**config.mk**
```make
export PLATFORM = sky130hd
export DESIGN_NAME = io_cycle_gen
export DESIGN_NICKNAME = d
export VERILOG_FILES = /design/src/rtl/io_cycle_gen.sv
export SDC_FILE = /design/constraint.sdc
export NUM_CORES = 1
export LEC_CHECK = 0
export BUFFER_PORTS_ARGS = -buffer_cell sky130_fd_sc_hd__buf_2
export CAP_MARGIN = 20
export CORE_MARGIN = 4
export CORE_UTILIZATION = 40
export DETAILED_ROUTE_END_ITERATION = 12
export GPL_ROUTABILITY_DRIVEN = 0
export PLACE_DENSITY = 0.71
export SLEW_MARGIN = 0
export SYNTH_ARGS = -nofsm -noshare
export SYNTH_HDL_FRONTEND = slang
export SYNTH_SLANG_ARGS = --single-unit
```
**constraint.sdc**
```tcl
create_clock -name clk -period 3.2 [get_ports clk]
set_input_delay 0.32 -clock clk [delete_from_list [all_inputs] [get_ports clk]]
set_output_delay 0.32 -clock clk [all_outputs]
set_load 0.01 [all_outputs]
```
**src/rtl/io_cycle_gen.sv**
```systemverilog
module io_cycle_gen (
  input  logic        clk,
  input  logic        rst,
  input  logic        req_valid,
  input  logic        req_write,
  input  logic        req_var,
  input  logic [7:0]  req_port,
  input  logic [15:0] req_ptr,
  input  logic        req_word,
  input  logic [15:0] req_wdata,
  output logic        req_ready,
  output logic [19:0] bus_addr,
  output logic [2:0]  bus_status,
  output logic [7:0]  bus_wdata,
  input  logic [7:0]  bus_rdata,
  output logic [15:0] rd_data,
  output logic        done
);
  localparam logic [2:0] ST_RD   = 3'b001;
  localparam logic [2:0] ST_WR   = 3'b010;
  localparam logic [2:0] ST_IDLE = 3'b111;
  localparam logic [1:0] T3 = 2'd2;
  localparam logic [1:0] T4 = 2'd3;

  logic        busy, wr, word, hi, done_q;
  logic [1:0]  tst;
  logic [15:0] base, wdat, rdat;
  logic [15:0] cur;

  assign cur        = base + {15'd0, hi};
  assign req_ready  = !busy;
  assign bus_addr   = busy ? {4'h0, cur} : 20'h0;
  assign bus_status = !busy ? ST_IDLE : (wr ? ST_WR : ST_RD);
  assign bus_wdata  = (busy && wr) ? (hi ? wdat[15:8] : wdat[7:0]) : 8'h00;
  assign rd_data    = rdat;
  assign done       = done_q;

  always_ff @(posedge clk) begin
    if (rst) begin
      busy   <= 1'b0;
      wr     <= 1'b0;
      word   <= 1'b0;
      hi     <= 1'b0;
      done_q <= 1'b0;
      tst    <= 2'd0;
      base   <= 16'h0;
      wdat   <= 16'h0;
      rdat   <= 16'h0;
    end else begin
      done_q <= 1'b0;
      if (!busy) begin
        if (req_valid) begin
          busy <= 1'b1;
          tst  <= 2'd0;
          hi   <= 1'b0;
          wr   <= req_write;
          word <= req_word;
          base <= req_var ? req_ptr : {8'h00, req_port};
          wdat <= req_wdata;
          rdat <= 16'h0;
        end
      end else begin
        tst <= tst + 2'd1;
        if (tst == T3 && !wr) begin
          if (hi) rdat[15:8] <= bus_rdata;
          else    rdat[7:0]  <= bus_rdata;
        end
        if (tst == T4) begin
          if (word && !hi) begin
            hi <= 1'b1;
          end else begin
            busy   <= 1'b0;
            hi     <= 1'b0;
            done_q <= 1'b1;
          end
        end
      end
    end
  end
endmodule


```
==> results.yml, run 1 <==
logic_synthesis:
  syn-instance-count: 341
  synth_cell_type_count: 31
  yosysSeqAreaShare: 0.410
  synth_ff_type: "dfxtp_1"
  ys_ff_latch: 55
  syn-cell-area_mm2: 0.00268
  synth-edff-count: 0
  ys_warn_count: 0
  avgSynthCellArea_um2: 7.87
  ys_async_sr_fraction: 0
cells_and_area:
  synthToLayoutAreaGrowth_pct: 20.7
  final_area_mm2: 0.00324
  finish.utilization: 0.504
  antennaDiodeCount: 0
  drive_gt1_frac: 0.275
  finalNetCount: 481
critical_path:
  cp_cell_sequence: "ha_1, nand4_1, nor2_1, nand3_1, mux2i_1, buf_2"
  crit_start: "hi"
  path_class: "reg -> out"
  r2r-start: "busy"
  critPathSlowestCell: "dfxtp_1"
  cp_slowest_stage_delay_ns: 0.37
  end_kind: "primary output"
  crit_path_max_fanout: 4
  crit_path_start_kind: "flip-flop"
  cp.required_ns: 2.88
  critPathArrivalTime_ns: 1.85
die:
  die_height_um: 89.9
  core_mm2: 0.00642
  start_util: 0.418
  core.rowCount: 29
  ioPinCount: 103
  design.die.area_mm2: 0.00808
  die-width_um: 89.9
clock_tree:
  clockBufferDepth: 2
  cts_tree: "done"
  clk_latency_ns: 0.30
  numCtsBuffers: 5
  cts_sinks: 55
  clk_pin_slew_ns: 0.09
  cts_hold_buf: 0
  post_cts.repair.setup_buffers: 0
  clockRootBuffer: "clkbuf_8"
  cts_max_level: 2
  cts-resized-gates: 0
routing:
  drt_iter0_drc: 120
  vias_per_cell: 5.09
  drtAntennaViolNets: 0
  dr.pass1.iters: 4
  totalWireLength_um: 6650
  num_vias: 2538
  avgRoutedWirePerCell_um: 13.3
  drc_errors: 0
sta:
  tightest_slew_ns: 0.999
  setup_violations: 0
  fmax_ghz: 0.460
  setup_ws_ns: 1.03
  finalWorstPathRequiredPeriod_ns: 2.17
  fin_skew_ns: 0.00249
  hold_viol: 0
  setup_tns_ns: 0
  slew_violations: 0
  finalCritPeriodShare: 0.679
  rsz0062_at_grt: "no"
  relSlewSlack: 0.334
place:
  portBuffers: 98
  dp_hpwl_um: 4910
  preCtsSetupSlack_ns: 1.30
  dpl_cell_area_mm2: 0.00316
power:
  ir_drop_v: 0.000245
  seq_power_share: 0.587
  p_switching_uw: 328
  p_int_uw: 927
  p_leak_nw: 1.36
  clockPowerShare: 0.279
  p_per_area_mw_per_mm2: 388
  sw_frac_of_total: 0.261
  p_comb_frac: 0.134
min_path:
  hold_class: "in -> reg"
  hold_start: "req_wdata[6]"
global_routing:
  antenna_found_initial: 0
  grt_pass1_wl_um: 11000
  grt_use_total: 0.160
  grt_max_degree: 56
  grt_pass1_vias: 2414
  gr-total-overflow: 0
outcome:
  status: "finished, final reports clean"
run:
  maxCapViolCount: 0
[cell families (layout without fill, tap and decap cells)]
logic type | count (synthesis) | after routing | synth area share
AO/OA/AOI/OAI | 55 | 55 | 0.111
XOR/XNOR | 13 | 13 | 0.0424
adder cells (fa/ha/maj) | 4 | 4 | 0.0187
buffers and inverters | 36 | 114 | 0.0639
flip-flops | 55 | 55 | 0.410
multiplexers | 18 | 18 | 0.0672
other | 1 | 4 | 0.00140
AND/OR/NAND/NOR | 159 | 159 | 0.285
[cell type report]
type                    count  area [um2]
clock buffers               6        72.6
fillers                   629        3190
inverters                   6        22.5
multi-input cells         253        1420
flip-flops and latches     55        1100
well taps                  77        96.3
repair buffers            102         520
[final timing paths]
| check | end | slack, ns | depth (start not counted) |
|---|---|---|---|
| setup / recovery | bus_addr[15] | 1.03 | 6 |
| hold / removal | wdat[6] | 0.25 | 3 |
| setup reg to reg | base[3] | 1.29 | 5 |
| hold reg to reg | wdat[0] | 0.46 | 2 |
[routing by layer]
layer	vias up	track usage	part of all wire
met2	93	0.275	0.46
met1	1136	0.196	0.45
met3	6	0.0526	0.080
met4	0	0.0357	0.0080
met5	-	0	0
li1	1303	-	-
[power by group through the flow]
stage / Sequential, mW / Combinational (mW) / Clock (mW)
floorplan: 0.745 / 0.117 / 0
global placement: 0.752 / 0.166 / 0
detailed placement: 0.753 / 0.169 / 0
CTS: 0.737 / 0.169 / 0.364
global route: 0.742 / 0.189 / 0.388
finish: 0.737 / 0.168 / 0.350
[synthesized netlist by cell type, types with 5 or more instances]
cell type	n	area share
dfxtp_1	55	0.41
nand2_1	53	0.074
nand3_1	45	0.084
a21oi_1	44	0.082
nor2_1	39	0.055
mux2i_1	18	0.067
buf_2	14	0.026
xnor2_1	11	0.036
clkbuf_1	10	0.014
a211oi_1	8	0.022
nor3_1	6	0.011
buf_4	5	0.014
inv_1	5	0.0070
[registers in the layout, summed over array words and instances (netlist names)]
signal	count
rd_data	16
tst	2
wdat	16
busy	1
hi	1
word	1
wr	1
base	16
done	1
[stage by stage]
step | instances | hold WS (ns) | total power, mW
4_1_cts | 499 | 0.242 | 1.27
3_3_place_gp | 493 | 0.439 | 0.918
3_5_place_dp | 493 | 0.446 | 0.922
6_report | 499 | 0.249 | 1.26
5_1_grt | 499 | 0.247 | 1.32
2_1_floorplan | 344 | 0.432 | 0.862
[layout by cell type (no fill, tap or decap), types with 3 or more instances in the layout]
cell / netlist / layout
nand2_1: 53 / 53
buf_2: 14 / 98
mux2i_1: 18 / 18
nor2_1: 39 / 39
dfxtp_1: 55 / 55
ha_1: 4 / 4
conb_1: 1 / 4
a21oi_1: 44 / 44
xnor2_1: 11 / 11
inv_1: 5 / 5
nand3_1: 45 / 45
nor3_1: 6 / 6
buf_4: 5 / 4
clkbuf_8: 0 / 5
nand2b_1: 3 / 3
a211oi_1: 8 / 8
[worst max-delay path, delay by kind of cell, from the launching register on]
kind | cells | cell delay, ns
DFF | 1 | 0.37
buffers and inverters | 1 | 0.17
adders and majority gates | 1 | 0.22
and+or+nand+nor | 3 | 0.60
muxes | 1 | 0.19
Power figures use the tool's default switching activity.
==> run 2: changes to the inputs <==
==> constraint.sdc (replaced) <==
create_clock -name clk -period 2.09 [get_ports clk]
set_input_delay 0.209 -clock clk [delete_from_list [all_inputs] [get_ports clk]]
set_output_delay 0.209 -clock clk [all_outputs]
set_load 0.01 [all_outputs]
==> results.yml, run 2 (synthesis results as in run 1) <==
outcome:
  status: "finished, final reports clean"
clock_tree:
  clk_pin_slew_ns: 0.10
  numCtsBuffers: 5
  cts_max_level: 2
  clockBufferDepth: 2
  clockRootBuffer: "clkbuf_8"
  cts_sinks: 55
  clk_latency_ns: 0.31
  cts_tree: "done"
die:
  design.die.area_mm2: 0.00808
  core_mm2: 0.00642
  ioPinCount: 103
  core.rowCount: 29
  die_height_um: 89.9
  die-width_um: 89.9
  start_util: 0.418
place:
  portBuffers: 98
  dpl_cell_area_mm2: 0.00320
  dp.cells: 496
  dp_hpwl_um: 5100
routing:
  totalWireLength_um: 6850
  drc_errors: 0
  avgRoutedWirePerCell_um: 13.5
  drt_iter0_drc: 116
  num_vias: 2548
  vias_per_cell: 5.04
  dr.pass1.iters: 4
  drtAntennaViolNets: 0
cells_and_area:
  finalNetCount: 486
  antennaDiodeCount: 0
  fill_cells: 631
  final_common_cell: "buf_2"
  synthToLayoutAreaGrowth_pct: 25.1
  fin_cells: 506
  drive_gt1_frac: 0.298
  final_area_mm2: 0.00336
  multi_input_area_mm2: 0.00143
  final_cell_mix: "buf_2, nand2_1, dfxtp_1"
  seq_area_mm2: 0.00110
  finish.utilization: 0.523
sta:
  slew_violations: 0
  tightest_slew_ns: 0.543
  hold_viol: 0
  relSlewSlack: 0.638
  fin_skew_ns: 0.0117
  finalCritPeriodShare: 0.941
  fmax_ghz: 0.508
  rsz0062_at_grt: "yes"
  setup_violations: 0
  finalWorstPathRequiredPeriod_ns: 1.97
critical_path:
  crit_start: "hi"
  critPathArrivalTime_ns: 1.76
  crit_path_max_fanout: 3
  path_class: "reg -> out"
  r2r-start: "busy"
  cp.required_ns: 1.88
  end_kind: "primary output"
  crit_path_start_kind: "flip-flop"
min_path:
  hold_class: "in -> reg"
  hold_start: "req_wdata[1]"
run:
  maxCapViolCount: 0
global_routing:
  grt_pass1_vias: 2425
  grt_pass1_wl_um: 11500
  gr-total-overflow: 0
  antenna_found_initial: 0
  grt_use_total: 0.166
  grt_max_degree: 35
power:
  sw_frac_of_total: 0.238
  ir_drop_v: 0.000345
  clockPowerShare: 0.368
  p_leak_nw: 1.41
  seq_power_share: 0.513
  p_switching_uw: 526
  p_per_area_mw_per_mm2: 658
  p_int_mw: 1.68
  p_comb_frac: 0.119
run 2: cell count changes in the layout (fill, tap and decap cells not counted), sizes merged:
cell	change
buf	+5
bufinv	+2
run 2: final timing paths:
path	end	slack [ns]	cells after the start
hold / removal	wdat[1]	0.13	3
setup / recovery	bus_addr[13]	0.12	7
hold reg to reg	word	0.46	2
setup reg to reg	rd_data[5]	0.38	5
run 2: per-layer routing:
metal,part of all wire,track usage,vias up
li1,-,-,1315
met5,0,0,-
met4,0.0053,0.0319,0
met1,0.46,0.215,1142
met3,0.073,0.0509,4
met2,0.46,0.276,87
run 2: through the flow:
stage | setup WS [ns] | hold WS (ns) | TNS [ns] | power (mW)
2_1_floorplan | 0.523 | 0.345 | 0 | 1.32
3_3_place_gp | 0.329 | 0.437 | 0 | 1.41
3_5_place_dp | 0.325 | 0.445 | 0 | 1.42
4_1_cts | 0.0638 | 0.120 | 0 | 2.23
5_1_grt | -0.00877 | 0.121 | -0.0106 | 2.31
6_report | 0.122 | 0.131 | 0 | 2.21
run 2: critical path: stages, from the launching register on:
cell and delay, ns:
dfxtp_2 0.36, ha_2 0.21, nand4_1 0.18, buf_4 0.20, nor4_2 0.16, xnor2_1 0.15, nor2_1 0.06, buf_2 0.15
run 2: power by group through the flow:
stage / Combinational, mW / Sequential, mW / Clock (mW)
global placement: 0.261 / 1.15 / 0
floorplan: 0.179 / 1.14 / 0
finish: 0.263 / 1.13 / 0.813
global route: 0.297 / 1.14 / 0.871
CTS: 0.266 / 1.13 / 0.830
detailed placement: 0.265 / 1.16 / 0
run 2: area by class of cell:
type                    instances  share of cell area
repair buffers                107               0.170
clock inverters                 2              0.0179
multi-input cells             253               0.426
flip-flops and latches         55               0.329
inverters                       6             0.00671
well taps                      77              0.0287
clock buffers                   6              0.0216
run 2: what timing repair did:
item / 4_1_cts / 5_1_grt
gates cloned: 0 / 0
setup buffers: 2 / 0
endpoints found under the setup margin: 1 / 7
hold buffers: 0 / 0
resized for setup: 1 / 4
